[src/rtl/dacfe_pkg.sv]
package dacfe_pkg;
  localparam int OP_W  = 4;
  localparam int ADR_W = 4;

  typedef enum logic [OP_W-1:0] {
    OP_WR_A   = 4'h0,
    OP_UPD    = 4'h1,
    OP_WR_B   = 4'h2,
    OP_WR_UPD = 4'h3,
    OP_SPAN   = 4'h6,
    OP_PDN    = 4'h8,
    OP_TGL_EN = 4'hC,
    OP_TGL_SW = 4'hD,
    OP_NOP    = 4'hF
  } op_e;

  localparam logic [ADR_W-1:0] ADR_ALL = 4'hF;
endpackage

[src/rtl/dacfe_spi.sv]
module dacfe_spi #(
  parameter int WORD_W = 24,
  parameter int PAD_W  = 8,
  parameter int FR_W   = 8
) (
  input  logic              clk,
  input  logic              rst_n,
  input  logic              sck_i,
  input  logic              csn_i,
  input  logic              sdi_i,
  input  logic [FR_W-1:0]   flags_i,
  output logic              sdo_o,
  output logic              sdo_oe_o,
  output logic              frame_ok_o,
  output logic [WORD_W-1:0] word_o
);
  localparam int LONG_W = WORD_W + PAD_W;
  localparam int TX_W   = FR_W + WORD_W;
  localparam int CNT_W  = $clog2(LONG_W + 2);
  localparam logic [CNT_W-1:0] CNT_MAX = CNT_W'(LONG_W + 1);

  logic [1:0]        sck_q, cs_q;
  logic              sdi_q;
  logic [CNT_W-1:0]  cnt, cnt_nx;
  logic [WORD_W-1:0] rx, rx_nx, prev, prev_nx;
  logic [TX_W-1:0]   tx, tx_nx;
  logic              sck_rise, sck_fall, cs_fall, cs_rise, cs_low, frame_ok;

  always_ff @(posedge clk or negedge rst_n) begin
    if (!rst_n) begin
      sck_q <= 2'b00;
      cs_q  <= 2'b11;
      sdi_q <= 1'b0;
    end else begin
      sck_q <= {sck_q[0], sck_i};
      cs_q  <= {cs_q[0], csn_i};
      sdi_q <= sdi_i;
    end
  end

  assign sck_rise = sck_q[0] & ~sck_q[1];
  assign sck_fall = ~sck_q[0] & sck_q[1];
  assign cs_fall  = ~cs_q[0] & cs_q[1];
  assign cs_rise  = cs_q[0] & ~cs_q[1];
  assign cs_low   = ~cs_q[0];
  assign frame_ok = cs_rise &&
                    (cnt == CNT_W'(WORD_W) || cnt == CNT_W'(LONG_W));

  always_comb begin
    cnt_nx  = cnt;
    rx_nx   = rx;
    tx_nx   = tx;
    prev_nx = prev;
    if (cs_fall) begin
      cnt_nx = '0;
      tx_nx  = {flags_i, prev};
    end else if (cs_low) begin
      if (sck_rise) begin
        rx_nx = {rx[WORD_W-2:0], sdi_q};
        if (cnt != CNT_MAX) cnt_nx = cnt + 1'b1;
      end
      if (sck_fall) tx_nx = {tx[TX_W-2:0], 1'b0};
    end
    if (frame_ok) prev_nx = rx;
  end

  always_ff @(posedge clk or negedge rst_n) begin
    if (!rst_n) begin
      cnt  <= '0;
      rx   <= '0;
      tx   <= '0;
      prev <= '0;
    end else begin
      cnt  <= cnt_nx;
      rx   <= rx_nx;
      tx   <= tx_nx;
      prev <= prev_nx;
    end
  end

  assign sdo_o      = tx[TX_W-1];
  assign sdo_oe_o   = cs_low;
  assign frame_ok_o = frame_ok;
  assign word_o     = rx;

  // outside a frame the readback shifter never moves
  p_tx_idle_r7: assert property (@(posedge clk) disable iff (!rst_n)
    (cs_q == 2'b11) |=> $stable(tx));
  // edge counter saturates instead of wrapping back to a valid length
  p_cnt_bound_r3: assert property (@(posedge clk) disable iff (!rst_n)
    cnt <= CNT_MAX);
endmodule

[src/rtl/dacfe_fault.sv]
module dacfe_fault #(
  parameter int FR_W = 8
) (
  input  logic            clk,
  input  logic            rst_n,
  input  logic [FR_W-1:0] fault_i,
  input  logic            frame_ok_i,
  output logic [FR_W-1:0] flags_o
);
  logic [FR_W-1:0] flags, flags_nx;

  always_comb begin
    if (frame_ok_i) flags_nx = fault_i;
    else            flags_nx = flags | fault_i;
  end

  always_ff @(posedge clk or negedge rst_n) begin
    if (!rst_n) flags <= '0;
    else        flags <= flags_nx;
  end

  assign flags_o = flags;

  // a present condition is always recorded on the next cycle
  p_flag_sticky_r8: assert property (@(posedge clk) disable iff (!rst_n)
    1'b1 |=> ((flags & $past(fault_i)) == $past(fault_i)));
endmodule

[src/rtl/dacfe_chan.sv]
module dacfe_chan #(
  parameter int DAT_W  = 16,
  parameter int SPAN_W = 4,
  parameter logic [SPAN_W-1:0] NEG_CODE = 4'b1000
) (
  input  logic              clk,
  input  logic              rst_n,
  input  logic [DAT_W-1:0]  data_i,
  input  logic              wr_a_i,
  input  logic              wr_b_i,
  input  logic              upd_i,
  input  logic              span_we_i,
  input  logic              pd_i,
  input  logic              tgl_we_i,
  input  logic              tgl_val_i,
  input  logic              tgl_sel_i,
  input  logic              clr_i,
  output logic [DAT_W-1:0]  code_o,
  output logic [SPAN_W-1:0] span_o,
  output logic              off_o,
  output logic              neg_o
);
  logic [DAT_W-1:0]  in_a, in_b, dac_a, dac_b;
  logic [DAT_W-1:0]  in_a_nx, in_b_nx, dac_a_nx, dac_b_nx;
  logic [SPAN_W-1:0] span, span_nx;
  logic              off, off_nx, tgl_en, tgl_en_nx;

  always_comb begin
    in_a_nx   = wr_a_i ? data_i : in_a;
    in_b_nx   = wr_b_i ? data_i : in_b;
    dac_a_nx  = dac_a;
    dac_b_nx  = dac_b;
    off_nx    = off;
    span_nx   = span_we_i ? data_i[SPAN_W-1:0] : span;
    tgl_en_nx = tgl_we_i ? tgl_val_i : tgl_en;
    if (clr_i) begin
      dac_a_nx = '0;
      dac_b_nx = '0;
    end else if (upd_i) begin
      dac_a_nx = in_a_nx;
      dac_b_nx = in_b_nx;
    end
    if (upd_i)     off_nx = 1'b0;
    else if (pd_i) off_nx = 1'b1;
  end

  always_ff @(posedge clk or negedge rst_n) begin
    if (!rst_n) begin
      in_a   <= '0;
      in_b   <= '0;
      dac_a  <= '0;
      dac_b  <= '0;
      span   <= '0;
      off    <= 1'b0;
      tgl_en <= 1'b0;
    end else begin
      in_a   <= in_a_nx;
      in_b   <= in_b_nx;
      dac_a  <= dac_a_nx;
      dac_b  <= dac_b_nx;
      span   <= span_nx;
      off    <= off_nx;
      tgl_en <= tgl_en_nx;
    end
  end

  assign code_o = (tgl_en && tgl_sel_i) ? dac_b : dac_a;
  assign span_o = span;
  assign off_o  = off;
  assign neg_o  = (span == NEG_CODE);

  // clear wins over any update
  p_clr_zero_r10: assert property (@(posedge clk) disable iff (!rst_n)
    clr_i |=> (dac_a == '0 && dac_b == '0));
  // power-down request without a coincident update sets the flag
  p_pd_off_r6: assert property (@(posedge clk) disable iff (!rst_n)
    (pd_i && !upd_i) |=> off);
  // a plain update transfers the held input code
  p_upd_copy_r2: assert property (@(posedge clk) disable iff (!rst_n)
    (upd_i && !clr_i && !wr_a_i) |=> (dac_a == $past(in_a)));
endmodule

[src/rtl/dac_cmd_frontend.sv]
module dac_cmd_frontend
  import dacfe_pkg::*;
#(
  parameter int N_CH   = 5,
  parameter int DAT_W  = 16,
  parameter int SPAN_W = 4,
  parameter int FR_W   = 8,
  parameter int PAD_W  = 8
) (
  input  logic                    clk,
  input  logic                    rst_n,
  input  logic                    spi_sck,
  input  logic                    spi_csn,
  input  logic                    spi_sdi,
  output logic                    spi_sdo,
  output logic                    spi_sdo_oe,
  input  logic                    upd_n,
  input  logic                    clr_n,
  input  logic                    tgl_pin,
  input  logic [FR_W-1:0]         fault_i,
  output logic [N_CH*DAT_W-1:0]   ch_code_o,
  output logic [N_CH*SPAN_W-1:0]  ch_span_o,
  output logic [N_CH-1:0]         ch_off_o,
  output logic [N_CH-1:0]         ch_neg_o
);
  localparam int WORD_W = OP_W + ADR_W + DAT_W;

  logic [1:0]        rst_sync;
  logic              rst_i;
  logic [1:0]        upd_q;
  logic              clr_q, tgl_q;
  logic              frame_ok, ldac_fall, sw_tgl, sw_tgl_nx, tgl_sel;
  logic [WORD_W-1:0] word;
  logic [FR_W-1:0]   flags;
  op_e               op;
  logic [ADR_W-1:0]  adr;
  logic [DAT_W-1:0]  dat;
  logic [N_CH-1:0]   hit, wr_a_v;

  always_ff @(posedge clk or negedge rst_n) begin
    if (!rst_n) rst_sync <= 2'b00;
    else        rst_sync <= {rst_sync[0], 1'b1};
  end
  assign rst_i = rst_sync[1];

  always_ff @(posedge clk or negedge rst_i) begin
    if (!rst_i) begin
      upd_q  <= 2'b11;
      clr_q  <= 1'b1;
      tgl_q  <= 1'b0;
      sw_tgl <= 1'b0;
    end else begin
      upd_q  <= {upd_q[0], upd_n};
      clr_q  <= clr_n;
      tgl_q  <= tgl_pin;
      sw_tgl <= sw_tgl_nx;
    end
  end

  assign ldac_fall = ~upd_q[0] & upd_q[1];
  assign tgl_sel   = tgl_q | sw_tgl;

  dacfe_spi #(.WORD_W(WORD_W), .PAD_W(PAD_W), .FR_W(FR_W)) u_spi (
    .clk(clk), .rst_n(rst_i), .sck_i(spi_sck), .csn_i(spi_csn),
    .sdi_i(spi_sdi), .flags_i(flags), .sdo_o(spi_sdo),
    .sdo_oe_o(spi_sdo_oe), .frame_ok_o(frame_ok), .word_o(word));

  dacfe_fault #(.FR_W(FR_W)) u_fault (
    .clk(clk), .rst_n(rst_i), .fault_i(fault_i),
    .frame_ok_i(frame_ok), .flags_o(flags));

  assign op  = op_e'(word[WORD_W-1 -: OP_W]);
  assign adr = word[DAT_W+ADR_W-1 -: ADR_W];
  assign dat = word[DAT_W-1:0];

  always_comb begin
    sw_tgl_nx = sw_tgl;
    if (frame_ok && op == OP_TGL_SW) sw_tgl_nx = dat[0];
  end

  for (genvar k = 0; k < N_CH; k++) begin : g_ch
    logic [DAT_W-1:0]  code_k;
    logic [SPAN_W-1:0] span_k;
    logic              wr_b_k, upd_k, span_we_k, pd_k, tgl_we_k;

    assign hit[k]    = frame_ok && (adr == ADR_W'(k) || adr == ADR_ALL);
    assign wr_a_v[k] = hit[k] && (op == OP_WR_A || op == OP_WR_UPD);
    assign wr_b_k    = hit[k] && (op == OP_WR_B);
    assign upd_k     = (hit[k] && (op == OP_UPD || op == OP_WR_UPD)) || ldac_fall;
    assign span_we_k = hit[k] && (op == OP_SPAN);
    assign pd_k      = hit[k] && (op == OP_PDN);
    assign tgl_we_k  = frame_ok && (op == OP_TGL_EN);

    dacfe_chan #(.DAT_W(DAT_W), .SPAN_W(SPAN_W)) u_chan (
      .clk(clk), .rst_n(rst_i), .data_i(dat), .wr_a_i(wr_a_v[k]),
      .wr_b_i(wr_b_k), .upd_i(upd_k), .span_we_i(span_we_k), .pd_i(pd_k),
      .tgl_we_i(tgl_we_k), .tgl_val_i(dat[k]), .tgl_sel_i(tgl_sel),
      .clr_i(~clr_q), .code_o(code_k), .span_o(span_k),
      .off_o(ch_off_o[k]), .neg_o(ch_neg_o[k]));

    assign ch_code_o[k*DAT_W +: DAT_W]   = code_k;
    assign ch_span_o[k*SPAN_W +: SPAN_W] = span_k;
  end

  // a single-channel address never writes more than one channel
  p_addr_onehot_r4: assert property (@(posedge clk) disable iff (!rst_i)
    (frame_ok && adr != ADR_ALL) |-> $onehot0(wr_a_v));
  // broadcast write reaches every channel
  p_addr_all_r4: assert property (@(posedge clk) disable iff (!rst_i)
    (frame_ok && adr == ADR_ALL && op == OP_WR_A) |-> ($countones(wr_a_v) == N_CH));
  // nothing is written outside an accepted frame
  p_no_stray_r1: assert property (@(posedge clk) disable iff (!rst_i)
    !frame_ok |-> (hit == '0));
endmodule

[config.mk]
export PLATFORM = sky130hd
export DESIGN_NAME = dac_cmd_frontend
export DESIGN_NICKNAME = d
export VERILOG_FILES = /design/src/rtl/dacfe_pkg.sv /design/src/rtl/dacfe_spi.sv /design/src/rtl/dacfe_fault.sv /design/src/rtl/dacfe_chan.sv /design/src/rtl/dac_cmd_frontend.sv
export SDC_FILE = /design/constraint.sdc
export NUM_CORES = 1
export LEC_CHECK = 0
export BUFFER_PORTS_ARGS = -buffer_cell sky130_fd_sc_hd__buf_2
export CAP_MARGIN = 20
export CORE_MARGIN = 2
export CORE_UTILIZATION = 45
export DETAILED_ROUTE_END_ITERATION = 16
export GPL_ROUTABILITY_DRIVEN = 0
export GPL_TIMING_DRIVEN = 0
export HOLD_SLACK_MARGIN = 0.08
export PLACE_DENSITY_LB_ADDON = 0.05
export SETUP_SLACK_MARGIN = 0.4
export SYNTH_ARGS = -nofsm -noshare
export SYNTH_HDL_FRONTEND = slang
export SYNTH_HIERARCHICAL = 1
export SYNTH_SLANG_ARGS = --single-unit
[constraint.sdc]
create_clock -name clk -period 21.1 [get_ports clk]
set_input_delay 3.165 -clock clk [delete_from_list [all_inputs] [get_ports clk]]
set_output_delay 3.165 -clock clk [all_outputs]
set_load 0.01 [all_outputs]
==> flow_metrics.tcl, run 1 <==
set metrics [dict create \
    grt_use_total 0.2108 \
    min_path_type "reg -> async" \
    fin_util 0.5351 \
    wl_met2_mm 22.87 \
    fmax_mhz 178.3 \
    yosysWarningCount 6 \
    slew_violations 0 \
    nNetsFinal 1593 \
    portBuffers 127 \
    num_rows 77 \
    vias 11670 \
    dr.pass1.iters 4 \
    io-pin-count 128 \
    regArea_um2 11420 \
    rsz0062_at_grt "no" \
    wl_met1_mm 22.50 \
    grt_pass1_vias 12540 \
    antenna_cells 0 \
    top_layer "met4" \
    max_cap_viol_count 0 \
    cts-root-buf "clkbuf_16" \
    drt_iter0_markers 649 \
    syn_avg_cell_area_um2 14.69 \
    grt_pass1_wl_mm 75.87 \
    post-cts-setup-buffers 0 \
    start_util 0.4577 \
    cts_made_buffers 49 \
    start_kind "flop" \
    core-area_um2 44410 \
    yosysSeqAreaShare 0.5616 \
    post_cts_resize_count 0 \
    n_fill_cell 3786 \
    tritoncts "yes" \
    power_density_nw_per_um2 84.23 \
    r2r_cells 11 \
    instances_no_fill 2206 \
    min_period_ns 5.610 \
    die_width_um 216.5 \
    crit_fanout 10 \
    syn_area_um2 20330 \
    wl_met3_mm 1.752 \
    synth_top_area_frac 0.5552 \
    end_kind "output pin" \
    crit_type "reg -> out" \
    hold_viol 0 \
    synth_seq_cells 456 \
    gr-total-overflow 0 \
    mostFrequentLayoutCell "dfrtp_1" \
    power.leakage_nw 11.45 \
    slew_headroom 0.2552 \
    worstMarginPinSlew_ns 1.117 \
    critPathRequiredTime_ns 17.94 \
    drc_errors 0 \
    die-height_um 216.5 \
    reg2reg_to "g_ch[3].u_chan/dac_a[6]$_DFFE_PN0P_" \
    drt_wl_total_mm 47.83 \
    drtAntennaViolNets 0 \
    synth_cell_type_count 54 \
    synth_nets 1403 \
    clkSinkCount 456 \
    synth_top_area_cell "dfrtp_1" \
    synth_edf_count 0 \
    wire_per_inst_um 21.68 \
    fin_tns_setup_ns 0 \
    final_cell_mix "dfrtp_1 (450), mux2_2 (247), buf_2 (178)" \
    drive_gt1_frac 0.5118 \
    multi_input_area_um2 8200 \
    status "finished clean" \
    clk_path_buf_depth 3 \
    post-route-period-util 0.2659 \
    ctsHoldBuffers 0 \
    antenna_found_initial 5 \
    crit_arrival_ns 2.44 \
    grt_max_degree 70 \
    viasPerCell 5.288 \
    r2r_start "u_spi/cnt[3]$_DFFE_PN0P_" \
    dp.cells 2114 \
    setup_viol 0 \
    reg2reg_slack_ns 17.94 \
    synthArstFlopShare 1.000 \
    dp_hpwl_mm 30.55 \
    finClkSkew_ns 0.01688 \
    netlist_instances 1384 \
    clk_pin_slew_ns 0.06 \
    cts_max_level 2 \
    area.growth.synth_to_final_pct 16.91 \
    synth_flop_cell "dfrtp_1" \
    synth_top_cells_by_area "dfrtp_1 (56%), mux2_2 (14%), o21ba_2 (7.9%), mux2_4 (7.4%), o21a_1 (5.9%)" \
    fp.dieArea_um2 46890 \
    clk_latency_ns 0.59 \
    ir_drop_v 0.00007573 \
]
## critical path, stage by stage (launching register included)
cell     delay, ns
dfrtp_1       0.37
or2_2         0.38
nand2_2       0.22
buf_2         0.34
mux2_2        0.40
buf_2         0.15
## layout make-up
| type | instances | share of cell area |
|---|---|---|
| inverter | 13 | 0.002053 |
| tap | 592 | 0.03117 |
| buffer | 92 | 0.02785 |
| timing repair buffer | 139 | 0.04064 |
| multi-input combinational | 823 | 0.3451 |
| clock buffer | 78 | 0.06555 |
| sequential | 456 | 0.4806 |
| clock inverter | 13 | 0.007108 |
## report_power, final
group | leakage [nW] | switching (W) | total, W | internal (W)
Sequential | 6.18 | 0.0000393 | 0.000941 | 0.000902
Combinational | 4.40 | 0.0000797 | 0.000156 | 0.0000768
Clock | 0.861 | 0.000351 | 0.000904 | 0.000553
## flip-flops by register name (all words and copies together), names as in the netlist, 2 cells and up
| register | cells |
|---|---|
| g_ch.u_chan/dac_a | 80 |
| g_ch.u_chan/dac_b | 80 |
| g_ch.u_chan/in_a | 80 |
| g_ch.u_chan/in_b | 80 |
| u_spi/tx | 32 |
| u_spi/prev | 24 |
| u_spi/word_o | 24 |
| g_ch.u_chan/span_o | 20 |
| u_fault/flags_o | 8 |
| u_spi/cnt | 6 |
| g_ch.u_chan/off_o | 5 |
| g_ch.u_chan/tgl_en | 5 |
| rst_sync | 2 |
| u_spi/cs_q | 2 |
| u_spi/sck_q | 2 |
| upd_q | 2 |
## worst max path at each step
stage | startpoint | to | depth (start not counted)
after floorplan | rst_sync[1]$_DFF_PN0_ | g_ch[0].u_chan/dac_a[0]$_DFFE_PN0P_ | 0
after global placement | rst_sync[1]$_DFF_PN0_ | g_ch[0].u_chan/in_a[12]$_DFF_PN0_ | 0
final | sw_tgl$_DFFE_PN0P_ | ch_code_o[77] | 5
after CTS | sw_tgl$_DFFE_PN0P_ | ch_code_o[45] | 5
after detailed placement | sw_tgl$_DFFE_PN0P_ | ch_code_o[45] | 5
after global routing | sw_tgl$_DFFE_PN0P_ | ch_code_o[45] | 5
## metrics by stage
stage | hold slack (ns) | power (W) | cell area [um2] | setup slack (ns)
CTS | 0.3490 | 0.002033 | 23740 | 15.42
finish | 0.3204 | 0.002002 | 23770 | 15.49
detailed placement | 0.3411 | 0.001118 | 22010 | 16.05
floorplan | 0.3312 | 0.001030 | 20330 | 7.458
global placement | 0.3369 | 0.001095 | 21700 | 1.656
global route | 0.3572 | 0.002081 | 23770 | 15.39
## cells in the mapped netlist, types with 5 or more instances
master    count
mux2_1       29
nand2_1      14
nand2_2       5
dfstp_2       5
inv_1        12
clkbuf_1     16
o21a_1      161
nor3_1       10
mux2_2      247
buf_12       10
o21ba_2     160
o21ai_0       7
nor4b_1       5
dfrtp_1     451
buf_6        11
a21oi_1       5
mux2_4      100
nor2_1       26
buf_2        51
a21o_1        8
## per-layer routing
| layer | track usage | vias up |
|---|---|---|
| met5 | 0 | - |
| met4 | 0.04315 | 0 |
| met3 | 0.03284 | 51 |
| met2 | 0.3418 | 187 |
| met1 | 0.3015 | 6123 |
| li1 | - | 5304 |
## cells by family after synthesis
kind of cell / count (synthesis) / share of synthesized area
other cells: 1 / 0.0001845
compound gates: 348 / 0.1472
mux: 378 / 0.2277
xor+xnor: 2 / 0.0008619
fa+ha+maj: 3 / 0.001847
buf+inv: 105 / 0.03496
flops: 456 / 0.5616
simple gates: 91 / 0.02554
Power figures use the tool's default switching activity.
==> run 2: changes to the inputs <==
Clock period 21.1 ns to 5.6 ns, I/O delays scaled along.
==> run 2 against run 1 <==
  * Via count is 0.90% lower
  * Die area stayed put
  * Non-clock buffer count is 1 lower
==> flow_metrics.tcl, run 2 (synthesis results as in run 1) <==
set metrics [dict create \
    cp-startpoint "sw_tgl$_DFFE_PN0P_" \
    gr-total-overflow 0 \
    vias 11560 \
    total_power_w 0.007534 \
    clkSinkCount 456 \
    grt_max_degree 69 \
    post-route-period-util 0.5936 \
    grt_pass1_vias 12370 \
    fp.dieArea_um2 46890 \
    cts_max_level 2 \
    final_cell_mix "dfrtp_1 (450), mux2_2 (247), buf_2 (178)" \
    num_rows 77 \
    drt_iter0_markers 580 \
    status "finished clean" \
    viasPerCell 5.236 \
    crit_top_cell "buf_2" \
    ir_drop_v 0.0002339 \
    nNetsFinal 1593 \
    start_kind "flop" \
    min_period_ns 3.324 \
    hold-worst-slack_ns 0.2903 \
    critical-path-slowest-cell "mux2_2" \
    min_path_type "reg -> async" \
    core-area_um2 44410 \
    end_kind "output pin" \
    wire_per_inst_um 21.44 \
    crit_fanout 10 \
    drt_wl_total_mm 47.34 \
    portBuffers 127 \
    fin_tns_setup_ns 0 \
    slew_violations 0 \
    reg2reg_slack_ns 2.42 \
    die_width_um 216.5 \
    io-pin-count 128 \
    fmax_mhz 300.8 \
    setup_viol 0 \
    start_util 0.4577 \
    grt_pass1_wl_mm 75.12 \
    drc_errors 0 \
    critPathMaxStageDelay_ns 0.41 \
    clk_latency_ns 0.58 \
    tritoncts "yes" \
    drive_gt1_frac 0.5065 \
    mostFrequentLayoutCell "dfrtp_1" \
    clk_pin_slew_ns 0.06 \
    busiest_layer "met2" \
    critPathRequiredTime_ns 4.76 \
    cts_made_buffers 50 \
    crit_chain "or2_2 -> nand2_2 -> buf_2 -> mux2_2 -> buf_2" \
    power_density_nw_per_um2 317.4 \
    fin_area_um2 23740 \
    clk_path_buf_depth 3 \
    slew_headroom 0.2650 \
    die-height_um 216.5 \
    place_area_um2 21980 \
    power.leakage_nw 11.42 \
    dr.pass1.iters 5 \
    finClkSkew_ns 0.01670 \
    dp_hpwl_mm 30.09 \
    r2r_start "u_spi/cnt[3]$_DFFE_PN0P_" \
    area.growth.synth_to_final_pct 16.76 \
    antenna_found_initial 0 \
    n_fill_cell 3783 \
    fin_util 0.5344 \
    use_met1 0.3016 \
    use_met2 0.3356 \
    drtAntennaViolNets 0 \
    post-cts-setup-buffers 0 \
    hold_viol 0 \
    grt_use_total 0.2091 \
    rsz0062_at_grt "no" \
    grt_use_met3 0.03537 \
    max_cap_viol_count 0 \
    cts-root-buf "clkbuf_16" \
    crit_type "reg -> out" \
    worstMarginPinSlew_ns 1.102 \
    crit_arrival_ns 2.48 \
]
## run 2: cell count changes in the layout (fill, tap and decap cells not counted), sizes merged
| cell | previous run | this run |
|---|---|---|
| diode | 0 | 1 |
| clkinv | 8 | 5 |
| inv | 14 | 13 |
| dlygate4sd3 | 0 | 1 |
| clkbuf | 94 | 100 |
| buf | 215 | 213 |
## run 2: where the power goes
| part | internal (W) | total, W | switching (W) |
|---|---|---|---|
| sequential | 0.00340 | 0.00355 | 0.000155 |
| clock | 0.00210 | 0.00342 | 0.00132 |
| combinational | 0.000272 | 0.000560 | 0.000288 |
| total | 0.00577 | 0.00753 | 0.00176 |
## run 2: cell type report
cell class                      count  area, um2  area share
Sequential cell                   456      11420      0.4812
Buffer                             92      661.9     0.02789
Tap cell                          592      740.7     0.03121
Clock buffer                       84       1583     0.06668
Clock inverter                      9      156.4    0.006589
Timing Repair Buffer              138      920.9     0.03880
Inverter                           13      48.80    0.002056
Antenna cell                        1      2.502   0.0001054
Multi-Input combinational cell    823       8200      0.3455
## run 2: per-stage QoR
step,setup slack (ns),cells
final,2.276,2208
after global routing,2.170,2207
after CTS,2.227,2207
after detailed placement,2.389,2113
after global placement,-0.6803,2103
after floorplan,1.144,1384
## run 2: repair_timing
item                       4_1_cts  5_1_grt
hold endpoints to repair         2        0
resized for setup                0        0
hold buffers                     1        0
setup endpoints to repair        0        0
## run 2: final timing paths
path,cells after the start,to
worst min register to register,0,g_ch[2].u_chan/dac_a[1]$_DFFE_PN0P_
worst max-delay path,5,ch_code_o[43]
max in group asynchronous,3,g_ch[4].u_chan/dac_a[6]$_DFFE_PN0P_
worst max register to register,8,g_ch[4].u_chan/span_o[2]$_DFFE_PN0P_
min in group clk,1,u_spi/cs_q[0]$_DFF_PN1_
worst min-delay path,0,g_ch[2].u_chan/dac_a[1]$_DFFE_PN0P_
## run 2: routing by layer
layer  part of all wire  wire [um]  up-vias
met5                  0          0        -
met4              0.013        607        0
met3              0.037       1766       46
met2               0.48      22560      160
met1               0.47      22410     6025
li1                   -          -     5329
## run 2: worst max-delay path, delay by kind of cell (launching register included)
family        cells  cell delay, ns
mux               1            0.41
flops             1            0.37
buf+inv           2            0.50
simple gates      2            0.61
==> run 3: changes to the inputs <==
Clock period 5.6 ns to 3.2 ns, I/O delays scaled along.
==> run 3 against run 2 <==
  * Largest power group unchanged
  * Non-clock buffer count up 21
  * Setup slack worse by 1.7 ns
  * Wire length up 0.48%
  * Design area up 1.1%
  * Combinational power up 78%
  * Via count up 0.62%
  * Core utilization up 0.60 points
  * First-iteration DRC count down 11%
  * Register-to-register slack worse by 1.8 ns
  * Sequential cell count unchanged
  * Critical path depth unchanged
==> flow_metrics.tcl, run 3 (synthesis results as in run 1) <==
set metrics [dict create \
    min_period_ns 2.653 \
    start_kind "flop" \
    clkSinkCount 456 \
    critPathMaxStageDelay_ns 0.39 \
    cts-root-buf "clkbuf_16" \
    die-height_um 216.5 \
    grt_max_degree 69 \
    die_width_um 216.5 \
    swShare 0.2341 \
    power_density_nw_per_um2 550.2 \
    viasPerCell 5.221 \
    crit_arrival_ns 2.17 \
    seq_power_share 0.471 \
    status "finished clean" \
    clk_path_buf_depth 3 \
    use_met2 0.3358 \
    cts_made_buffers 50 \
    fin_tns_setup_ns 0 \
    clk_pin_slew_ns 0.06 \
    busiest_layer "met2" \
    portBuffers 127 \
    r2r_cells 12 \
    tritoncts "yes" \
    max_cap_viol_count 0 \
    finClkSkew_ns 0.02081 \
    reg2reg_slack_ns 0.59 \
    area.growth.synth_to_final_pct 18.08 \
    dp_hpwl_mm 30.09 \
    start_util 0.4577 \
    end_kind "output pin" \
    clk_latency_ns 0.58 \
    drtAntennaViolNets 0 \
    antenna_cells 0 \
    instances_no_fill 2228 \
    gr-total-overflow 0 \
    grt_use_total 0.2099 \
    post-route-period-util 0.8291 \
    drt_wl_total_mm 47.57 \
    grt_use_met3 0.03537 \
    ir_drop_v 0.0004102 \
    switchingPower_w 0.003092 \
    min_path_type "in -> async" \
    slew_headroom 0.2762 \
    critical-path-slowest-cell "mux2_2" \
    dp.cells 2113 \
    intPower_w 0.01011 \
    fmax_mhz 376.9 \
    r2r_start "u_spi/cnt[3]$_DFFE_PN0P_" \
    place_ws_ns -0.01054 \
    cts_max_level 2 \
    use_met1 0.3029 \
    comb_power_share 0.075 \
    worstMarginPinSlew_ns 1.086 \
    hold_viol 0 \
    drive_gt1_frac 0.5079 \
    io-pin-count 128 \
    fp.dieArea_um2 46890 \
    crit_chain "or2_4 -> nand2_4 -> buf_4 -> mux2_2 -> buf_2" \
    rsz0062_at_grt "no" \
    clkPwrFrac 0.454 \
    fin_util 0.5404 \
    mostFrequentLayoutCell "dfrtp_1" \
    drt_iter0_markers 519 \
    drc_errors 0 \
    critPathRequiredTime_ns 2.72 \
    antenna_found_initial 0 \
    grt_pass1_wl_mm 75.37 \
    grt_pass1_vias 12410 \
    crit_type "reg -> out" \
    wire_per_inst_um 21.35 \
    multi_input_area_um2 8240 \
    final_cell_mix "dfrtp_1 (449), mux2_2 (247), buf_2 (171)" \
    crit_fanout 10 \
    dr.pass1.iters 4 \
    core-area_um2 44410 \
    power.leakage_nw 11.55 \
    regArea_um2 11420 \
    vias 11630 \
    n_fill_cell 3762 \
    num_rows 77 \
    final.setup.worst_slack_ns 0.5470 \
    reg2reg_to "g_ch[3].u_chan/dac_a[10]$_DFFE_PN0P_" \
    slew_violations 0 \
    setup_viol 0 \
    nNetsFinal 1614 \
]
run 3: cell count changes in the layout (fill, tap and decap cells not counted), moves of 2 or more:
cell	before	now
buf_2	178	171
nor3_2	2	4
nand2_4	0	4
nand2_2	5	1
buf_6	11	16
buf_4	2	11
dlygate4sd3_1	1	15
nor3_1	10	8
run 3: worst max path at each step:
stage | from | endpoint | slack, ns
floorplan | rst_sync[1]$_DFF_PN0_ | g_ch[0].u_chan/dac_a[0]$_DFFE_PN0P_ | -1.26
global placement | rst_sync[1]$_DFF_PN0_ | g_ch[0].u_chan/in_b[11]$_DFF_PN0_ | -3.08
detailed placement | u_spi/cnt[3]$_DFFE_PN0P_ | g_ch[3].u_chan/dac_a[10]$_DFFE_PN0P_ | -0.01
CTS | sw_tgl$_DFFE_PN0P_ | ch_code_o[76] | 0.33
global route | u_spi/cnt[0]$_DFFE_PN0P_ | g_ch[1].u_chan/span_o[2]$_DFFE_PN0P_ | 0.43
finish | sw_tgl$_DFFE_PN0P_ | ch_code_o[30] | 0.55
run 3: worst max-delay path, delay by kind of cell (launching register included):
family,cells,cell delay (ns)
flip-flops,1,0.38
buffers and inverters,2,0.37
AND/OR/NAND/NOR,2,0.44
multiplexers,1,0.39
run 3: power groups by stage:
stage / sequential (W) / combinational, W / clock (W)
6_report: 0.00622 / 0.000994 / 0.00599
5_1_grt: 0.00625 / 0.00109 / 0.00642
4_1_cts: 0.00623 / 0.00101 / 0.00617
3_5_place_dp: 0.00633 / 0.000991 / 0
3_3_place_gp: 0.00650 / 0.000704 / 0
2_1_floorplan: 0.00626 / 0.000527 / 0
run 3: layout make-up:
type                            count  share of cell area
Clock buffer                       84             0.06594
Buffer                             92             0.02909
Multi-Input combinational cell    823              0.3433
Inverter                           13            0.002033
Tap cell                          592             0.03086
Clock inverter                      9            0.006516
Timing Repair Buffer              159             0.04639
Sequential cell                   456              0.4759
run 3: timing repair:
item                                    4_1_cts  5_1_grt
endpoints found under the hold margin        16        0
pin swaps                                     3        1
buffers inserted                              2        5
hold buffers                                 15        0
gates resized for setup                      14       10
endpoints found under the setup margin      354      158
run 3: metal layers:
layer / wire, um / vias to the layer above
li1: - / 5379
met1: 22620 / 6042
met2: 22510 / 163
met3: 1777 / 48
met4: 660 / 0
met5: 0 / -
run 3: per-stage QoR:
stage | hold WS, ns | power (W) | area [um2]
4_1_cts | 0.1981 | 0.01341 | 23930
5_1_grt | 0.2356 | 0.01375 | 24000
3_3_place_gp | 0.2655 | 0.007204 | 21710
6_report | 0.2691 | 0.01321 | 24000
2_1_floorplan | 0.1844 | 0.006787 | 20330
3_5_place_dp | 0.2714 | 0.007322 | 21980
